`config.mk`:
```
export PLATFORM = sky130hd
export DESIGN_NAME = tsense_slicer
export DESIGN_NICKNAME = d
export VERILOG_FILES = /design/src/rtl/tsense_pkg.sv /design/src/rtl/tsense_rr_pick.sv /design/src/rtl/tsense_flag_bank.sv /design/src/rtl/tsense_ctrl.sv /design/src/rtl/tsense_slicer.sv
export SDC_FILE = /design/constraint.sdc
export NUM_CORES = 1
export LEC_CHECK = 0
export BUFFER_PORTS_ARGS = -buffer_cell sky130_fd_sc_hd__clkbuf_2
export CAP_MARGIN = 25
export CORE_AREA = 2 2 94 96
export CTS_CLUSTER_SIZE = 24
export DETAILED_ROUTE_END_ITERATION = 8
export DIE_AREA = 0 0 96 98
export PLACE_DENSITY_LB_ADDON = 0.05
export SKIP_CTS_REPAIR_TIMING = 1
export SYNTH_ARGS = -nofsm -noshare
export SYNTH_HDL_FRONTEND = slang
export SYNTH_SLANG_ARGS = --single-unit
```
`constraint.sdc`:
```
create_clock -name clk -period 5.7 [get_ports clk]
set_clock_uncertainty 0.05 [all_clocks]
set_input_delay 1.14 -clock clk [delete_from_list [all_inputs] [get_ports clk]]
set_output_delay 1.14 -clock clk [all_outputs]
set_load 0.05 [all_outputs]
```
`src/rtl/tsense_pkg.sv`:
```
package tsense_pkg;

    localparam int NCH = 3;

    typedef logic [1:0] chan_t;

    localparam chan_t CH_DIE  = 2'd0;
    localparam chan_t CH_RMTA = 2'd1;
    localparam chan_t CH_RMTB = 2'd2;

    typedef enum logic [1:0] {
        ST_IDLE   = 2'd0,
        ST_FIRST  = 2'd1,
        ST_SECOND = 2'd2
    } seq_state_t;

    function automatic logic is_remote(input chan_t ch);
        return ch != CH_DIE;
    endfunction

endpackage

```
`src/rtl/tsense_rr_pick.sv`:
```
module tsense_rr_pick
    import tsense_pkg::*;
#(
    parameter int N = NCH
) (
    input  logic [N-1:0] en,
    input  chan_t        last,
    output logic         any,
    output chan_t        next
);

    always_comb begin
        any  = 1'b0;
        next = last;
        // scan from farthest to nearest so the nearest enabled one wins
        for (int k = N; k >= 1; k--) begin
            int idx;
            idx = (int'(last) + k) % N;
            if (en[idx]) begin
                any  = 1'b1;
                next = chan_t'(idx);
            end
        end
    end

endmodule

```
`src/rtl/tsense_flag_bank.sv`:
```
module tsense_flag_bank #(
    parameter int N = 3
) (
    input  logic         clk,
    input  logic         rst,
    input  logic [N-1:0] set,
    input  logic [N-1:0] clr,
    output logic [N-1:0] flag
);

    for (genvar i = 0; i < N; i++) begin : g_flag
        always_ff @(posedge clk) begin
            if (rst) begin
                flag[i] <= 1'b0;
            end else begin
                // a completion wins over a simultaneous clear
                flag[i] <= set[i] | (flag[i] & ~clr[i]);
            end
        end
    end

endmodule

```
`src/rtl/tsense_ctrl.sv`:
```
module tsense_ctrl
    import tsense_pkg::*;
#(
    parameter int WIDTH = 16,
    parameter int GAIN  = 4
) (
    input  logic             clk,
    input  logic             rst,
    input  logic             pick_any,
    input  chan_t            pick_ch,
    input  logic             conv_ack,
    input  logic [WIDTH-1:0] conv_data,
    output logic             conv_req,
    output chan_t            conv_sel,
    output logic             conv_bias,
    output chan_t            cur_ch,
    output logic             res_valid,
    output chan_t            res_chan,
    output logic [WIDTH-1:0] res_temp,
    output logic [NCH-1:0]   done_set
);

    localparam int GW = $clog2(GAIN + 1) + 1;
    localparam int PW = WIDTH + 1 + GW;

    seq_state_t       state;
    logic [WIDTH-1:0] lo_sample;
    logic             final_ack;

    logic signed [WIDTH:0]  delta;
    logic signed [PW-1:0]   scaled;

    assign delta  = (WIDTH+1)'($signed(conv_data)) - (WIDTH+1)'($signed(lo_sample));
    assign scaled = PW'(delta) * PW'(GAIN);

    assign final_ack = conv_ack &&
                       (((state == ST_FIRST) && !is_remote(cur_ch)) ||
                        (state == ST_SECOND));

    always_comb begin
        done_set = '0;
        if (final_ack) begin
            done_set[cur_ch] = 1'b1;
        end
    end

    assign conv_req  = (state != ST_IDLE);
    assign conv_sel  = cur_ch;
    assign conv_bias = (state == ST_SECOND);

    always_ff @(posedge clk) begin
        if (rst) begin
            state     <= ST_IDLE;
            cur_ch    <= chan_t'(NCH - 1);
            lo_sample <= '0;
            res_valid <= 1'b0;
            res_chan  <= CH_DIE;
            res_temp  <= '0;
        end else begin
            res_valid <= final_ack;
            unique case (state)
                ST_IDLE: begin
                    if (pick_any) begin
                        cur_ch <= pick_ch;
                        state  <= ST_FIRST;
                    end
                end
                ST_FIRST: begin
                    if (conv_ack) begin
                        if (is_remote(cur_ch)) begin
                            lo_sample <= conv_data;
                            state     <= ST_SECOND;
                        end else begin
                            res_temp <= conv_data;
                            res_chan <= cur_ch;
                            state    <= ST_IDLE;
                        end
                    end
                end
                ST_SECOND: begin
                    if (conv_ack) begin
                        res_temp <= scaled[WIDTH-1:0];
                        res_chan <= cur_ch;
                        state    <= ST_IDLE;
                    end
                end
                default: state <= ST_IDLE;
            endcase
        end
    end

endmodule

```
`src/rtl/tsense_slicer.sv`:
```
module tsense_slicer
    import tsense_pkg::*;
#(
    parameter int WIDTH = 16,
    parameter int GAIN  = 4
) (
    input  logic             clk,
    input  logic             rst,
    input  logic [2:0]       chan_en,
    input  logic [2:0]       irq_en,
    input  logic [2:0]       flag_clr,
    output logic             conv_req,
    output logic [1:0]       conv_sel,
    output logic             conv_bias,
    input  logic             conv_ack,
    input  logic [WIDTH-1:0] conv_data,
    output logic             result_valid,
    output logic [1:0]       result_chan,
    output logic [WIDTH-1:0] result_temp,
    output logic [2:0]       done_flag,
    output logic             irq
);

    logic           pick_any;
    chan_t          pick_ch;
    chan_t          cur_ch;
    logic [NCH-1:0] done_set;

    tsense_rr_pick #(.N(NCH)) u_pick (
        .en   (chan_en),
        .last (cur_ch),
        .any  (pick_any),
        .next (pick_ch)
    );

    tsense_ctrl #(.WIDTH(WIDTH), .GAIN(GAIN)) u_ctrl (
        .clk       (clk),
        .rst       (rst),
        .pick_any  (pick_any),
        .pick_ch   (pick_ch),
        .conv_ack  (conv_ack),
        .conv_data (conv_data),
        .conv_req  (conv_req),
        .conv_sel  (conv_sel),
        .conv_bias (conv_bias),
        .cur_ch    (cur_ch),
        .res_valid (result_valid),
        .res_chan  (result_chan),
        .res_temp  (result_temp),
        .done_set  (done_set)
    );

    tsense_flag_bank #(.N(NCH)) u_flags (
        .clk  (clk),
        .rst  (rst),
        .set  (done_set),
        .clr  (flag_clr),
        .flag (done_flag)
    );

    assign irq = |(done_flag & irq_en);

endmodule

```
Word-level counts from Yosys, hierarchy flattened
Cells that the tools add are included.
{ "classes": {"n_reduce_logical": 15, "magnitude_cmp": 5, "eq_ne": 6, "n_mux": 31, "n_div": 3, "n_addsub": 4, "n_bitwise": 10} }
{ "op_table": {"columns": ["operator", "count"], "rows": [
  ["$lt A32 B4 Y1 const B", 3],
  ["$mod A32 B3 Y32 const B", 3],
  ["$mux W16", 3],
  ["$pmux W16 S2", 1],
  ["$mux W2", 10],
  ["$sub A14 B14 Y14", 1],
  ["$mux W1", 10],
  ["$reduce_and A3 Y1", 3],
  ["$add A2 B2 Y3 const B", 2],
  ["$bmux W1 S2", 3],
  ["$ne A2 B2 Y1 const B", 3],
  ["$pmux W2 S3", 1],
  ["$reduce_bool A2 Y1", 3],
  ["$pmux W2 S2", 1],
  ["$reduce_and A4 Y1", 1],
  ["$add A2 B1 Y3 const B", 1],
  ["$and A1 B1 Y1", 3],
  ["$and A3 B3 Y3", 1],
  ["$logic_and A1 B1 Y1", 3],
  ["$lt A2 B3 Y1 const B", 1],
  ["$mux W3", 1],
  ["$not A1 Y1", 3],
  ["$or A1 B1 Y1", 3],
  ["$reduce_bool A3 Y1", 1],
  ["9 further kinds", 9]
]} }
{ "totals": {"input_bits": 28, "elab_cells": 83, "reg_bits": 40} }

Logic depth before layout (Yosys ltp)
Gate-level depths: netlist of run 1.
{ "depth": {"depth_word": 10, "ltp_mapped": 9} }

Modules after synthesis
From an unflattened synthesis of run 1, not the netlist that was laid out.
{ "unflattened": {"cells_unflattened": 350, "hier_area_um2": 2777.7} }
{ "modules_own_cells": {"columns": ["module", "n_inst", "cells_each", "area_per_inst_um2", "seq_area_each_um2"], "rows": [
  ["tsense_ctrl", 1, 303, 2422.3, 740.7],
  ["tsense_rr_pick", 1, 33, 236.5, 0.0],
  ["tsense_flag_bank", 1, 12, 105.1, 60.1],
  ["tsense_slicer", 1, 2, 13.8, 0.0]
]} }

Worst setup path before layout of run 1
Ideal clock, no wire load.
{ "synth_timing": {"kind": "input -> output", "start": "input port irq_en[0]", "end": "output port irq", "path_buffers": 0, "setup_slack_ps": 2827, "t_arrival_ps": 1683, "cell_stages": 2, "path_cell_list": "a222oi_1 inv_1"} }
{ "synth_between": {"elab_chain_cells": 2} }
{ "synth_lines": {"columns": ["element", "line", "text"], "rows": [
  ["start, declared", "tsense_slicer.sv:10", "input logic [2:0] irq_en,"],
  ["$and A3 B3 Y3", "tsense_slicer.sv:61", "assign irq = |(done_flag & irq_en);"],
  ["$reduce_or A3 Y1", "tsense_slicer.sv:61", null],
  ["end, declared", "tsense_slicer.sv:21", "output logic irq"]
]} }
No other way between the ends.

Worst setup path after layout of run 1
{ "layout_timing": {"start": "register u_ctrl.state[0]", "end": "output port conv_bias"} }
{ "layout_between": {"elab_chain_cells": 1} }
{ "layout_lines": {"columns": ["element", "line", "text"], "rows": [
  ["start, declared", "tsense_ctrl.sv:26", "seq_state_t state;"],
  ["start signal, assigned", "tsense_ctrl.sv:53", "state <= ST_IDLE;"],
  ["start signal, assigned", "tsense_ctrl.sv:65", "state <= ST_FIRST;"],
  ["start signal, assigned", "tsense_ctrl.sv:72", "state <= ST_SECOND;"],
  ["$eq A2 B2 Y1", "tsense_ctrl.sv:49", "assign conv_bias = (state == ST_SECOND);"],
  ["end, declared", "tsense_slicer.sv:14", "output logic conv_bias,"]
]} }
No other way between the ends.

==> results of run 1 <==
==> synthesized netlist by cell type, types with 2 or more instances <==
cell type	n	area share, %
a211oi_1	4	1.2
a21boi_0	2	0.62
a21o_1	2	0.62
a21oi_1	45	9.3
a311oi_1	6	2.2
and3_1	3	0.77
buf_2	7	1.4
clkbuf_1	6	0.93
dfxtp_1	40	33
ha_1	17	8.7
inv_1	24	3.7
nand2_1	58	9.0
nand3_1	5	1.0
nor2_1	17	2.6
nor2b_1	8	2.1
o211ai_1	3	0.93
o21a_1	3	0.93
o21ai_0	12	2.5
o21ai_1	3	0.62
o22ai_1	2	0.51
or3_1	5	1.3
xnor2_1	4	1.4
xor2_1	7	2.5
==> worst max-delay path, stage by stage (launching register included) <==
cell	delay (ps)
dfxtp_1	320
nand2b_1	410
inv_2	440
clkbuf_2	350
==> through the flow <==
stage / instances / instance area (um2)
after global routing: 471 / 2860
final: 471 / 2860
after floorplan: 315 / 2430
after global placement: 463 / 2770
after detailed placement: 463 / 2770
after CTS: 471 / 2860
==> final timing paths <==
path                                             to  slack, ps                from  cells past startpoint
worst min register to register   u_ctrl.res_temp[0]        400  u_ctrl.res_temp[0]                      2
worst min-delay path             u_ctrl.res_temp[0]        400  u_ctrl.res_temp[0]                      2
worst max register to register  u_ctrl.res_temp[15]       2910     u_ctrl.state[0]                      7
worst max-delay path                      conv_bias       2680     u_ctrl.state[0]                      3
==> cells by family after synthesis <==
kind of cell / after synthesis / synth area share [%]
flip-flops: 40 / 32.9
AND/OR/NAND/NOR: 110 / 21.5
multiplexers: 1 / 0.412
adder cells (fa/ha/maj): 18 / 9.57
XOR/XNOR: 11 / 3.96
buffers and inverters: 40 / 7.00
AO/OA/AOI/OAI: 95 / 24.6
==> power groups by stage <==
stage / combinational [mW] / clock, mW / sequential, mW
4_1_cts: 0.548 / 0.215 / 0.358
2_1_floorplan: 0.331 / 0 / 0.452
3_3_place_gp: 0.548 / 0 / 0.363
3_5_place_dp: 0.547 / 0 / 0.365
5_1_grt: 0.599 / 0.226 / 0.364
6_report: 0.542 / 0.203 / 0.357
==> layout make-up <==
cell class                      count  area, um2
Tap cell                          108        135
Inverter                           25       93.8
Clock inverter                      2       10.0
Timing Repair Buffer               55        278
Clock buffer                        6       82.6
Sequential cell                    40        801
Fill cell                         942       5600
Multi-Input combinational cell    235       1460
==> registers in the layout (all words and copies together), names as in the netlist <==
signal / cells
u_ctrl.conv_sel: 2
u_ctrl.lo_sample: 14
u_ctrl.res_chan: 2
u_ctrl.res_temp: 16
u_ctrl.res_valid: 1
u_ctrl.state: 2
u_flags.flag: 3
==> per-layer routing <==
metal	track usage [%]	vias up	routed length (um)	part of all wire (%)
li1	-	1179	-	-
met1	19.9	1042	3320	48
met2	25.3	40	3360	48
met3	3.09	2	237	3.4
met4	3.63	0	42	0.60
met5	0	-	0	0
==> impl_metrics.yaml, run 1 <==
routing:
  viasPerCell: 4.80
  drt_first_pass_iters: 4
  vias: 2263
  drtIter0Drc: 99
  finalWirelength_mm: 6.96
  wire_per_inst_um: 14.8
  drtAntennaViolNets: 0
  drc: 0
logic_synthesis:
  syn_inst: 315
  syn_area_um2: 2430
  synth_seq_area_share_pct: 32.9
  yosys_most_used_dff: "dfxtp_1"
  syn-num-nets: 361
  yosysUniqueCellTypes: 55
  synth.avg_cell_area_um2: 7.72
  ys_ff_latch: 40
  yosysWarnings: 0
  synth_edf_count: 0
  synthArstFlopShare_pct: 0
floorplan:
  die_y_um: 98
  start_util_pct: 28.7
  die_w_um: 96
  io_pins: 55
  design.core.area_um2: 8470
  rows: 34
  die-area_um2: 9410
timing:
  slew_headroom_pct: 38.8
  setup-tns-final_ps: 0
  slew_violations: 0
  fmax_ghz: 0.332
  setup_violations: 0
  setup_slack_ps: 2680
  final-hold-violation-count: 0
  period_share_pct: 52.9
  hold_slack_ps: 405
  rsz0062_at_grt: "false"
  period_needed_ps: 3020
  tightestPinTransition_ps: 917
grt:
  grt_max_degree: 42
  grt_pass1_vias: 2106
  antenna_found_initial: 0
  grt.total_usage_pct: 15.2
  gr-total-overflow: 0
  grt_pass1_wl_mm: 11.0
worst_hold_path:
  hp-class: "reg -> reg"
placed_design:
  place_congestion: 0.784
  post-place-ws_ps: 2620
  hpwl_mm: 5.06
  portBuffers: 54
cts:
  numCtsBuffers: 5
  cts-root-buf: "clkbuf_8"
  htree_num_levels: 2
  cts_buffer_depth: 2
  cts.sinks: 40
  cts_tree: "built"
  clk-insertion-delay-late_ps: 290
  clk_pin_slew_worst_paths_ps: 80
final_layout:
  mostFrequentLayoutCells: "nand2_1, clkbuf_2, a21oi_1, dfxtp_1, inv_1"
  drive_gt1_share_pct: 20.7
  n_antenna_cell: 0
  final_common_cell: "nand2_1"
  nNetsFinal: 408
  area.growth.synth_to_final_pct: 17.6
  finish.utilization_pct: 33.8
pwr:
  p_total_mw: 1.10
  power_frac_comb_pct: 49.2
  internal_power_mw: 0.600
  swShare_pct: 45.5
  peakVddDrop_mv: 0.0990
  switchingPower_mw: 0.502
  seq_power_share_pct: 32.4
  leakagePower_nw: 1.18
  powerDensity_nw_per_um2: 385
  p_clk_share_pct: 18.4
setup_path:
  startpoint_type: "register"
  critPathMaxFanout: 21
  critical_path_arrival_ps: 1830
  critPathKind: "reg -> out"
  endpoint_kind: "output pin"
  crit_required_ps: 4510
outcome:
  status: "complete, no violations"
job:
  cap_violations: 0
Power figures use the tool's default switching activity.
==> inputs of run 2 (changes only) <==
--- a/config.mk
+++ b/config.mk
@@ -5,12 +5,13 @@
 export SDC_FILE = /design/constraint.sdc
 export NUM_CORES = 1
 export LEC_CHECK = 0
+export ABC_AREA = 1
 export BUFFER_PORTS_ARGS = -buffer_cell sky130_fd_sc_hd__clkbuf_2
 export CAP_MARGIN = 25
-export CORE_AREA = 2 2 94 96
+export CORE_AREA = 2 2 95 97
 export CTS_CLUSTER_SIZE = 24
 export DETAILED_ROUTE_END_ITERATION = 8
-export DIE_AREA = 0 0 96 98
+export DIE_AREA = 0 0 97 99
 export PLACE_DENSITY_LB_ADDON = 0.05
 export SKIP_CTS_REPAIR_TIMING = 1
 export SYNTH_ARGS = -nofsm -noshare
==> constraint.sdc (replaced) <==
create_clock -name clk -period 3.1 [get_ports clk]
set_clock_uncertainty 0.05 [all_clocks]
set_input_delay 0.62 -clock clk [delete_from_list [all_inputs] [get_ports clk]]
set_output_delay 0.62 -clock clk [all_outputs]
set_load 0.05 [all_outputs]
==> run 2 against run 1 <==
Net effect: register-to-register slack worse by 2000 ps; non-clock buffer count unchanged; clock power up 130%.
==> impl_metrics.yaml, run 2 <==
logic_synthesis:
  synth.avg_cell_area_um2: 6.54
  synth_top_cells_by_area: "dfxtp_1, nand2_1, inv_1, ha_1, a21oi_1"
  yosysWarnings: 0
  synth_edf_count: 0
  synth_seq_area_share_pct: 31.5
  yosysTopAreaCell: "dfxtp_1"
  synth_most_common_cell: "nand2_1"
  synth_top_cell_area_share_pct: 31.5
  syn_inst: 388
  yosys_most_used_dff: "dfxtp_1"
  ys_ff_latch: 40
  yosysUniqueCellTypes: 31
  synthArstFlopShare_pct: 0
  netlist_top_cells_count: "nand2_1, inv_1, a21oi_1"
  syn_area_um2: 2540
  syn-num-nets: 434
job:
  cap_violations: 0
pwr:
  power_frac_comb_pct: 50.2
  seq_power_share_pct: 29.2
  p_clk_share_pct: 20.6
  leakagePower_nw: 1.48
  swShare_pct: 46.9
  powerDensity_nw_per_um2: 760
  internal_power_mw: 1.22
  switchingPower_mw: 1.08
  peakVddDrop_mv: 0.386
  p_total_mw: 2.29
setup_path:
  critPathKind: "reg -> reg"
  endpoint_kind: "register"
  startpoint_type: "register"
  cp_slowest_cell: "inv_1"
  path_depth: 6
  r2r_cells: 6
  worstPathCellList: "inv_1, ha_1, nor3_4, inv_1, o21ai_0, a21oi_1"
  critPathMaxFanout: 20
  crit_buf_inv: 2
  crit_required_ps: 3210
  cpMostUsedCell: "inv_1"
  critical_path_arrival_ps: 2290
  cp_top_family: "buffers and inverters"
  slowest_delay_ps: 430
worst_hold_path:
  hp-class: "reg -> reg"
  hold_depth: 2
timing:
  rsz0062_at_grt: "false"
  setup-tns-final_ps: 0
  tightestPinTransition_ps: 818
  setup_violations: 0
  period_share_pct: 70.3
  slew_violations: 0
  slew_headroom_pct: 45.4
  period_needed_ps: 2180
  final-hold-violation-count: 0
  fmax_ghz: 0.459
  hold_slack_ps: 413
  setup_slack_ps: 922
routing:
  drc: 0
  wire_per_inst_um: 13.3
  finalWirelength_mm: 7.31
  drtAntennaViolNets: 0
  drtIter0Drc: 70
  drt_first_pass_iters: 4
  vias: 2538
  viasPerCell: 4.62
floorplan:
  io_pins: 55
  rows: 34
  die-area_um2: 9600
  die_y_um: 99
  design.core.area_um2: 8550
  start_util_pct: 29.7
  die_w_um: 97
placed_design:
  portBuffers: 54
  post-place-ws_ps: 796
  placed_cells: 541
  hpwl_mm: 5.50
  place_congestion: 0.839
final_layout:
  nNetsFinal: 486
  final_common_cell: "nand2_1"
  drive_gt1_share_pct: 17.0
  n_fill_cell: 969
  ff_latch_area_um2: 801
  largest_register_ffs: 16
  n_antenna_cell: 0
  reg.largest.list: "u_ctrl.res_temp: 16 flops, u_ctrl.lo_sample: 14 flops, u_flags.flag: 3 flops"
  regMostFlops: "u_ctrl.res_temp"
  mostFrequentLayoutCells: "nand2_1, inv_1, clkbuf_2, a21oi_1, dfxtp_1"
  multi_input_area_um2: 1420
  stdcell_count: 549
  area.growth.synth_to_final_pct: 18.8
cts:
  clk-insertion-delay-late_ps: 300
  htree_num_levels: 2
  numCtsBuffers: 5
  cts_buffer_depth: 2
  cts.sinks: 40
  clk_pin_slew_worst_paths_ps: 90
  cts-root-buf: "clkbuf_8"
  cts_tree: "built"
grt:
  grt_max_degree: 29
  grt.total_usage_pct: 15.7
  antenna_found_initial: 0
  grt_pass1_wl_mm: 12.3
  gr-total-overflow: 0
  grt_pass1_vias: 2427
outcome:
  status: "complete, no violations"
## run 2: changes by cell type after synthesis, sizes merged, moves of 4 or more
cell and change:
and3 -4, nor2 +20, nand2 +32, xor2 -4
o21ai +19, buf -5, inv +44, nand3 +20
or3 -5, a311oi -6, nor2b -10
## run 2: kinds of logic (layout without fill, tap and decap cells)
group	after synthesis	in the layout	share of synthesized area, %
fa+ha+maj	18	18	9.17
compound gates	87	87	18.6
buf+inv	79	132	12.5
simple gates	160	160	26.8
flops	40	40	31.5
xor+xnor	4	4	1.38
## run 2: final timing paths
| check | start | slack (ps) | to |
|---|---|---|---|
| setup / recovery | u_ctrl.conv_sel[0] | 920 | u_ctrl.lo_sample[3] |
| hold / removal | u_ctrl.lo_sample[6] | 410 | u_ctrl.lo_sample[6] |
| setup reg to reg | u_ctrl.conv_sel[0] | 920 | u_ctrl.lo_sample[3] |
| hold reg to reg | u_ctrl.lo_sample[6] | 410 | u_ctrl.lo_sample[6] |
## run 2: area by class of cell
| type | instances | area share [%] |
|---|---|---|
| Clock buffer | 6 | 2.74 |
| Clock inverter | 2 | 1.29 |
| Inverter | 69 | 8.67 |
| Multi-Input combinational cell | 269 | 47.1 |
| Sequential cell | 40 | 26.5 |
| Tap cell | 108 | 4.48 |
| Timing Repair Buffer | 55 | 9.21 |
## run 2: worst reg2reg max path, cell delays in order, from the launching register on
cell     delay [ps]
dfxtp_1         420
inv_1           110
ha_1            270
nor3_4          420
inv_1           430
o21ai_0         280
a21oi_1          60
## run 2: power groups by stage
stage / Combinational, mW / Clock (mW) / Sequential (mW)
2_1_floorplan: 0.727 / 0 / 0.843
3_3_place_gp: 1.16 / 0 / 0.681
3_5_place_dp: 1.16 / 0 / 0.681
4_1_cts: 1.17 / 0.495 / 0.670
5_1_grt: 1.31 / 0.517 / 0.682
6_report: 1.15 / 0.472 / 0.669
## run 2: per-layer routing
| layer | share of wire [%] | track usage (%) |
|---|---|---|
| met5 | 0 | 0 |
| met4 | 1.2 | 3.90 |
| met3 | 3.4 | 3.19 |
| met2 | 45 | 25.3 |
| met1 | 50 | 21.6 |
## run 2: through the flow
stage / cell area, um2 / utilization, %
floorplan: 2540 / -
global placement: 2900 / 33.9
detailed placement: 2900 / 33.9
CTS: 3020 / 35.3
global route: 3020 / 35.3
finish: 3020 / 35.3
==> inputs of run 3 (changes only) <==
==> constraint.sdc (replaced) <==
create_clock -name clk -period 1.8 [get_ports clk]
set_clock_uncertainty 0.05 [all_clocks]
set_input_delay 0.36 -clock clk [delete_from_list [all_inputs] [get_ports clk]]
set_output_delay 0.36 -clock clk [all_outputs]
set_load 0.05 [all_outputs]
==> run 3 against run 2 <==
Net effect: utilization rose by 5.6 points; combinational power rose by 120%; design area grew 16%; count of clock-buffer cells in the layout did not move; largest power group unchanged; first-iteration DRC count rose by 34%; cell count grew 7.3%; non-clock buffer count up 40.
==> impl_metrics.yaml, run 3 (synthesis gave the netlist of run 2 again) <==
floorplan:
  start_util_pct: 29.7
  die_y_um: 99
  io_pins: 55
  design.core.area_um2: 8550
  die_w_um: 97
  die-area_um2: 9600
  rows: 34
timing:
  setup_slack_ps: 91.3
  period_share_pct: 94.9
  slew_violations: 0
  setup_violations: 0
  hold_slack_ps: 199
  fmax_ghz: 0.585
  tightestPinTransition_ps: 627
  slew_headroom_pct: 58.1
  setup-tns-final_ps: 0
  final-hold-violation-count: 0
  period_needed_ps: 1710
setup_path:
  r2r_cells: 11
  slowest_delay_ps: 350
  crit_required_ps: 1390
  worstPathCellList: "inv_2, nor2_4, clkbuf_2"
  reg2reg_slack_ps: 110
  rr_endpoint: "u_ctrl.conv_sel[1]"
  critical_path_arrival_ps: 1300
  startpoint_type: "register"
  crit_path_start: "u_ctrl.state[1]"
  critPathMaxFanout: 7
  endpoint_kind: "output pin"
  critPathKind: "reg -> out"
  worstReg2RegStart: "u_ctrl.conv_sel[1]"
  cp_slowest_cell: "dfxtp_1"
  cp-endpoint: "conv_bias"
cts:
  clk-insertion-delay-late_ps: 300
  cts_tree: "built"
  numCtsBuffers: 5
  cts-root-buf: "clkbuf_8"
  clk_pin_slew_worst_paths_ps: 90
  cts_buffer_depth: 2
  htree_num_levels: 2
  cts.sinks: 40
pwr:
  peakVddDrop_mv: 0.612
  powerDensity_nw_per_um2: 1260
  leakagePower_nw: 1.68
  p_total_mw: 4.41
routing:
  drtIter0Drc: 94
  drtAntennaViolNets: 0
  finalWirelength_mm: 7.34
  wire_per_inst_um: 12.5
  vias: 2645
  drc: 0
  drt_first_pass_iters: 4
  viasPerCell: 4.49
final_layout:
  reg.largest.list: "u_ctrl.res_temp: 16 flops, u_ctrl.lo_sample: 14 flops, u_flags.flag: 3 flops"
  nNetsFinal: 526
  largest_register_ffs: 16
  n_antenna_cell: 0
  final_common_cell: "nand2_1"
  mostFrequentLayoutCells: "nand2_1, inv_1, clkbuf_2, buf_4, a21oi_1"
  area.growth.synth_to_final_pct: 37.8
  stdcell_count: 589
  regMostFlops: "u_ctrl.res_temp"
  drive_gt1_share_pct: 30.6
placed_design:
  post-place-ws_ps: -95.6
  portBuffers: 54
  hpwl_mm: 5.68
  place_congestion: 0.817
  placed_cells: 579
grt:
  gr-total-overflow: 0
  grt.total_usage_pct: 15.2
  grt_pass1_wl_mm: 11.9
  antenna_found_initial: 0
  grt_max_degree: 29
  grt_pass1_vias: 2535
outcome:
  status: "complete, no violations"
job:
  cap_violations: 0
worst_hold_path:
  hp-class: "in -> reg"
## run 3: metal layers
metal  GRT usage [%]  vias up  wire length, um
li1                -     1428                -
met1            21.2     1158             3830
met2            24.9       53             3200
met3            2.20        6              237
met4            3.58        0               80
met5               0        -                0
## run 3: report_power, final
part           leakage, nW  switching (mW)  total, mW  internal (mW)
clock network       0.0530           0.370      0.733          0.363
registers            0.327          0.0914       1.16           1.07
logic                 1.30            1.53       2.51          0.982
## run 3: how the worst min path moves through the flow
stage | start | to | slack, ps | depth (start not counted)
6_report | flag_clr[2] | u_flags.flag[2] | 200 | 2
5_1_grt | flag_clr[0] | u_flags.flag[0] | 190 | 2
4_1_cts | flag_clr[2] | u_flags.flag[2] | 190 | 2
3_5_place_dp | u_ctrl.lo_sample[2] | u_ctrl.lo_sample[2] | 400 | 2
3_3_place_gp | u_ctrl.lo_sample[6] | u_ctrl.lo_sample[6] | 390 | 2
2_1_floorplan | rst | u_ctrl.res_valid | 380 | 1
## run 3: area by class of cell
type / instances / area (um2)
inverters: 69 / 262
clock inverters: 2 / 16.3
multi-input cells: 269 / 1600
clock buffers: 6 / 93.8
flip-flops and latches: 40 / 810
repair buffers: 95 / 578
well taps: 108 / 135
fillers: 924 / 5050
## run 3: metrics by stage
step                      utilization (%)  instance area, um2
after floorplan                         -                2560
after global placement               37.4                3200
after detailed placement             37.4                3200
after CTS                            38.7                3310
after global routing                 40.9                3500
final                                40.9                3500
## run 3: worst max-delay path: cells and delay by family (launching register included)
family	cells	cell delay, ps
buf+inv	2	400
flops	1	350
simple gates	1	250
